**config.mk**
```make
export PLATFORM = sky130hd
export DESIGN_NAME = uart_tx_framer
export DESIGN_NICKNAME = d
export VERILOG_FILES = /design/src/rtl/txf_pkg.sv /design/src/rtl/txf_parity.sv /design/src/rtl/txf_sequencer.sv /design/src/rtl/txf_line.sv /design/src/rtl/uart_tx_framer.sv
export SDC_FILE = /design/constraint.sdc
export NUM_CORES = 1
export LEC_CHECK = 0
export ABC_CLOCK_PERIOD_IN_PS = 5900
export BUFFER_PORTS_ARGS = -buffer_cell sky130_fd_sc_hd__buf_2
export CORE_MARGIN = 10
export CORE_UTILIZATION = 60
export CTS_CLUSTER_SIZE = 30
export DETAILED_ROUTE_END_ITERATION = 16
export PLACE_DENSITY = 0.85
export SYNTH_ARGS = -nofsm -noshare
export SYNTH_HDL_FRONTEND = slang
export SYNTH_SLANG_ARGS = --single-unit
export TNS_END_PERCENT = 20
```
**constraint.sdc**
```tcl
create_clock -name clk -period 5.9 [get_ports clk]
set_clock_uncertainty 0.2 [all_clocks]
set_input_delay 0.59 -clock clk [delete_from_list [all_inputs] [get_ports clk]]
set_output_delay 0.59 -clock clk [all_outputs]
set_load 0.03 [all_outputs]
```
**src/rtl/txf_pkg.sv**
```systemverilog
package txf_pkg;
  typedef enum logic [2:0] {
    S_IDLE   = 3'd0,
    S_START  = 3'd1,
    S_DATA   = 3'd2,
    S_PARITY = 3'd3,
    S_STOP1  = 3'd4,
    S_STOP2  = 3'd5
  } txf_state_t;

  typedef struct packed {
    logic [1:0] wsel;
    logic       par_on;
    logic       par_even;
    logic       par_stick;
    logic       stop_long;
  } txf_fmt_t;
endpackage

```
**src/rtl/txf_parity.sv**
```systemverilog
module txf_parity #(
  parameter int DATA_W = 8
) (
  input  logic [DATA_W-1:0] data,
  input  logic [1:0]        wsel,
  input  logic              par_even,
  input  logic              par_stick,
  output logic              par_bit
);
  localparam int MIN_BITS = DATA_W - 3;

  logic [DATA_W-1:0] mask;
  logic              ones_odd;

  // Build the mask of the bits that belong to the selected word length.
  for (genvar i = 0; i < DATA_W; i++) begin : g_mask
    assign mask[i] = (i < MIN_BITS) ? 1'b1 : (32'(wsel) >= 32'(i - MIN_BITS + 1));
  end

  assign ones_odd = ^(data & mask);

  always_comb begin
    if (par_stick) par_bit = par_even;
    else if (par_even) par_bit = ones_odd;
    else par_bit = ~ones_odd;
  end
endmodule

```
**src/rtl/txf_sequencer.sv**
```systemverilog
module txf_sequencer
  import txf_pkg::*;
#(
  parameter int DATA_W     = 8,
  parameter int OVERSAMPLE = 16
) (
  input  logic              clk,
  input  logic              rst_n,
  input  logic              tick,
  input  logic              in_valid,
  output logic              in_ready,
  input  logic [DATA_W-1:0] in_data,
  input  txf_fmt_t          fmt_in,
  input  logic              par_bit,
  output txf_fmt_t          fmt_q,
  output logic [DATA_W-1:0] data_q,
  output logic              frame_bit,
  output logic              busy
);
  localparam int CW = $clog2(OVERSAMPLE);
  localparam int IW = $clog2(DATA_W);
  localparam logic [CW-1:0] FULL_LIM = CW'(OVERSAMPLE - 1);
  localparam logic [CW-1:0] HALF_LIM = CW'(OVERSAMPLE / 2 - 1);

  txf_state_t        state;
  logic [CW-1:0]     cnt;
  logic [IW-1:0]     idx;
  logic [DATA_W-1:0] shreg;
  logic [CW-1:0]     lim;
  logic [IW-1:0]     last_idx;

  assign in_ready = (state == S_IDLE);
  assign busy     = ~in_ready;
  assign last_idx = IW'(DATA_W - 4) + IW'(fmt_q.wsel);
  assign lim      = (state == S_STOP2 && fmt_q.wsel == 2'b00) ? HALF_LIM : FULL_LIM;

  always_ff @(posedge clk or negedge rst_n) begin
    if (!rst_n) begin
      state  <= S_IDLE;
      cnt    <= '0;
      idx    <= '0;
      shreg  <= '0;
      data_q <= '0;
      fmt_q  <= '0;
    end else if (state == S_IDLE) begin
      if (in_valid) begin
        state  <= S_START;
        cnt    <= '0;
        idx    <= '0;
        shreg  <= in_data;
        data_q <= in_data;
        fmt_q  <= fmt_in;
      end
    end else if (tick) begin
      if (cnt != lim) begin
        cnt <= cnt + 1'b1;
      end else begin
        cnt <= '0;
        case (state)
          S_START: state <= S_DATA;
          S_DATA: begin
            shreg <= shreg >> 1;
            if (idx == last_idx) state <= fmt_q.par_on ? S_PARITY : S_STOP1;
            else idx <= idx + 1'b1;
          end
          S_PARITY: state <= S_STOP1;
          S_STOP1:  state <= fmt_q.stop_long ? S_STOP2 : S_IDLE;
          default:  state <= S_IDLE;
        endcase
      end
    end
  end

  always_comb begin
    case (state)
      S_START:  frame_bit = 1'b0;
      S_DATA:   frame_bit = shreg[0];
      S_PARITY: frame_bit = par_bit;
      default:  frame_bit = 1'b1;
    endcase
  end

  // no progress without a tick
  p_hold_between_ticks_r7: assert property (@(posedge clk) disable iff (!rst_n)
    (state != S_IDLE && !tick) |=> ($stable(state) && $stable(cnt)));

  // the latched format is frozen while a frame runs
  p_format_frozen_r8: assert property (@(posedge clk) disable iff (!rst_n)
    (state != S_IDLE) |=> $stable(fmt_q));
endmodule

```
**src/rtl/txf_line.sv**
```systemverilog
module txf_line (
  input  logic frame_bit,
  input  logic brk,
  input  logic loop_en,
  output logic txd,
  output logic loop_rx
);
  logic stream;

  assign stream  = brk ? 1'b0 : frame_bit;
  assign txd     = loop_en ? 1'b1 : stream;
  assign loop_rx = loop_en ? stream : 1'b1;
endmodule

```
**src/rtl/uart_tx_framer.sv**
```systemverilog
module uart_tx_framer
  import txf_pkg::*;
#(
  parameter int OVERSAMPLE = 16
) (
  input  logic       clk,
  input  logic       rst_n,
  input  logic       bit_tick,
  input  logic       s_valid,
  output logic       s_ready,
  input  logic [7:0] s_data,
  input  logic [1:0] word_sel,
  input  logic       parity_on,
  input  logic       parity_even,
  input  logic       parity_stick,
  input  logic       stop_long,
  input  logic       line_break,
  input  logic       loop_en,
  output logic       txd,
  output logic       loop_rx,
  output logic       busy
);
  localparam int DATA_W = 8;

  txf_fmt_t          fmt_in;
  txf_fmt_t          fmt_q;
  logic [DATA_W-1:0] data_q;
  logic              par_bit;
  logic              frame_bit;

  assign fmt_in = '{wsel: word_sel, par_on: parity_on, par_even: parity_even,
                    par_stick: parity_stick, stop_long: stop_long};

  txf_sequencer #(.DATA_W(DATA_W), .OVERSAMPLE(OVERSAMPLE)) u_seq (
    .clk       (clk),
    .rst_n     (rst_n),
    .tick      (bit_tick),
    .in_valid  (s_valid),
    .in_ready  (s_ready),
    .in_data   (s_data),
    .fmt_in    (fmt_in),
    .par_bit   (par_bit),
    .fmt_q     (fmt_q),
    .data_q    (data_q),
    .frame_bit (frame_bit),
    .busy      (busy)
  );

  txf_parity #(.DATA_W(DATA_W)) u_par (
    .data      (data_q),
    .wsel      (fmt_q.wsel),
    .par_even  (fmt_q.par_even),
    .par_stick (fmt_q.par_stick),
    .par_bit   (par_bit)
  );

  txf_line u_line (
    .frame_bit (frame_bit),
    .brk       (line_break),
    .loop_en   (loop_en),
    .txd       (txd),
    .loop_rx   (loop_rx)
  );

  // an accepted byte closes the port on the next edge
  p_accept_drops_ready_r2: assert property (@(posedge clk) disable iff (!rst_n)
    (s_valid && s_ready) |=> !s_ready);

  // every frame opens with a low start bit
  p_start_bit_low_r3: assert property (@(posedge clk) disable iff (!rst_n)
    (s_valid && s_ready) |=> !frame_bit);

  // an idle, unforced line rests high
  p_idle_line_high_r1: assert property (@(posedge clk) disable iff (!rst_n)
    (!busy && !line_break && !loop_en) |-> txd);
endmodule

```
==> key figures <==
Outcome
  • Status: complete, no violations

Clock tree
  • Clock-pin slew on the worst setup and hold paths: about 0.1 ns
  • CTS Root Cell: clkbuf_4
  • Inserted Clock Buffers: 5
  • Worst skew pair latency: 0.33 ns
  • TritonCTS clock tree: built
  • CTS H-Tree Depth: 2
  • # hold bufs at CTS: 0
  • Count of clock tree sinks: 32
  • Total of cells resized after clock tree synthesis: 0
  • Post-CTS setup buffers: 0
  • Maximum root-to-sink buffer count: 2

Timing
  • Max Slew Vio Count: 0
  • Final worst path period share: 54.3%
  • Total negative slack for setup checks: 0 ns
  • RSZ-0062 raised after global routing: false
  • Transition at the pin with the smallest max-transition slack: between 0.8 and 0.9 ns
  • Fmax: 312 MHz
  • Rel. slew slack: between 40% and 50%
  • Clock period minus worst slack: 3.20 ns
  • Number of failing hold endpoints at the final stage: 0
  • Number of failing setup endpoints in the final timing report: 0

Global routing
  • Combined global-route utilization of all metal layers: between 10 and 15%
  • Global-route wire length before repair: between 6000 and 7000 um
  • Maximum number of pins on one net before global-route repair: 33
  • Initial antenna violation count: 0
  • Number of global-route vias before repair: 1359
  • Total congestion overflow after global routing: 0

Worst setup path
  • Data arrival, critical path: 3.27 ns
  • Delay of the slowest cell on the worst path: about 0.78 ns
  • Worst Path Required: 5.97 ns
  • Start-to-end type of the worst setup path: flip-flop to flip-flop
  • Setup crit start kind: flip-flop
  • Most common cell on crit path: or3_1
  • Element type at the critical path end: flip-flop
  • CP bufs+invs: 1
  • Worst-path maximum fanout: 21
  • Sequence of cells on the critical path: or3_1 > inv_1 > and2_1 > nor2_1 > or3_1 > a21oi_1
  • Critical-path cell with the highest stage delay: and2_1
  • Cell family with most CP delay: simple AND/OR/NAND/NOR gates

Synth
  • Top FF cell, synth: dfrtp_1
  • Unique cell type count in the Yosys netlist: 45
  • Sequential element share of the synthesized area: between 40 and 50%
  • Cell area after synthesis: approximately 0.0017 mm2
  • Synth warnings: 0
  • Average cell area after synthesis: 10.5 um2
  • FF+latch count, synth: 32
  • Fraction of registers with async set/reset: 100%
  • Syn Inst Count: 166
  • Number of enable-type register cells in the synthesized netlist: 0
  • Dominant cell type by area after synthesis: dfrtp_1
  • Fraction of synthesized cell area taken by the top area cell type: 46.1%
  • Synth area leaders: dfrtp_1, mux2_2, nand2_1
  • Mapped Nets: 188

Pwr
  • Sw Share: 33.7%
  • Part of the power in registers: 44.7%
  • Total net switching power: 292 uW
  • Max rail drop VDD: approximately 0.00042 V
  • Power after layout: 865 uW
  • Clock network fraction of total power: 18.9%
  • Ratio of total power to cell area: 446 mW/mm2
  • Internal: 573 uW
  • Logic pwr share: 36.4%
  • Leakage power: roughly 0.00090 uW

Place
  • Buffers added on ports: 23
  • Area post-placement: 0.00186 mm2
  • Global placement routability congestion: 0.871
  • Sum of net half-perimeters after detailed placement: 2770 um

Floorplanning
  • Rows: 19
  • Core area: 0.00276 mm2
  • Die height: about 74 um
  • Die Footprint: 0.00545 mm2
  • Die W: between 70 and 80 um
  • Initial standard-cell utilization of the core: about 63%
  • Top-level port count: 24

Route
  • Drc violations: 0
  • Count of vias placed by the detailed router: 1319
  • Wire length per cell: 16.6 um
  • Antenna Nets Post-Route: 0
  • DR iter-0 viols: 50
  • DR vias/cell: 5.97
  • Iteration count of the initial detailed-routing pass: 4
  • Sum of routed wire length over all layers: 3670 um

Final layout
  • Commonest cells after routing, fill and taps aside: dfrtp_1, nand2_1, buf_2
  • Footprint of the flip-flops and latches: 801 um2
  • Final design area excluding fillers: 0.00194 mm2
  • Most common cell after layout, fill and taps aside: dfrtp_1
  • Fraction of layout cells with a size suffix above 1: 24.7%
  • Fill cell total of the finished layout: about 190
  • Area used by multi-input combinational logic: 893 um2
  • Diodes inserted: 0
  • Final #Nets: 211
  • Syn-to-layout area delta: 11.6%

Min path
  • Hold WC Path Type: primary input to async pin

Job
  • Max-cap violation count: 0
worst paths after layout:
| kind | slack [ns] | startpoint | cells past startpoint | endpoint |
|---|---|---|---|---|
| max | 2.70 | u_seq.state[1]$_DFFE_PN0P_ | 6 | u_seq.cnt[3]$_DFFE_PN0P_ |
| min | 0.09 | rst_n | 1 | u_seq.cnt[3]$_DFFE_PN0P_ |
| max reg2reg | 2.70 | u_seq.state[1]$_DFFE_PN0P_ | 6 | u_seq.cnt[3]$_DFFE_PN0P_ |
| min reg2reg | 0.31 | u_seq.shreg[3]$_DFFE_PN0P_ | 1 | u_seq.shreg[3]$_DFFE_PN0P_ |
| max in group asynchronous | 4.97 | rst_n | 1 | u_seq.shreg[4]$_DFFE_PN0P_ |
| min in group clk | 0.25 | stop_long | 3 | u_seq.fmt_q[0]$_DFFE_PN0P_ |
layer usage:
layer | global-route usage, % | wire, um | up-vias
li1 | - | - | 636
met1 | 15.6 | 1500 | 644
met2 | 24.6 | 1900 | 29
met3 | 3.90 | 163 | 10
met4 | 8.49 | 104 | 0
met5 | 0 | 0 | -
metrics by stage:
| step | utilization (%) | setup WS (ns) | hold WS, ns | instances |
|---|---|---|---|---|
| floorplan | - | 3.36 | 0.0944 | 166 |
| global route | 70.3 | 2.50 | 0.115 | 221 |
| detailed placement | 67.6 | 2.76 | 0.282 | 213 |
| finish | 70.3 | 2.70 | 0.0860 | 221 |
| global placement | 67.6 | 2.89 | 0.274 | 213 |
| CTS | 70.3 | 2.73 | 0.111 | 221 |
sequential cells by signal, summed over array words and instances (netlist names):
signal and flops:
u_seq.cnt 4, u_seq.data_q 8, u_seq.fmt_q 6, u_seq.idx 3
u_seq.shreg 8, u_seq.state 3
synth_stat cells (3+ instances only):
cell type and count:
o21ai_0 7, nor4b_1 3, xnor2_1 3, nand2b_1 3, inv_1 4, dfrtp_1 32, mux2_1 6, nand2_1 26
mux2_2 14, nor3b_1 3, nand3_1 4, a21oi_1 7, nor2_1 9, clkbuf_1 5
cell type report:
class | count | area share [%]
Tap cell | 31 | 2.00
Timing Repair Buffer | 23 | 5.94
Sequential cell | 32 | 41.3
Clock inverter | 2 | 1.81
Inverter | 4 | 0.774
Multi-Input combinational cell | 123 | 46.1
Clock buffer | 6 | 2.13
cell families after synthesis:
logic type | Yosys count | synth area share (%)
buffers and inverters | 11 | 2.52
AO/OA/AOI/OAI | 29 | 12.2
multiplexers | 22 | 14.1
AND/OR/NAND/NOR | 65 | 19.6
adder cells (fa/ha/maj) | 2 | 1.44
XOR/XNOR | 5 | 4.10
flip-flops | 32 | 46.1
power by group through the flow:
stage          Sequential (uW)  Combinational (uW)  Clock (uW)
3_5_place_dp               391                 318           0
4_1_cts                    386                 319         167
5_1_grt                    401                 350         175
2_1_floorplan              360                 264           0
3_3_place_gp               382                 303           0
6_report                   387                 315         164
Note: power is estimated with default switching activity, not from simulation.
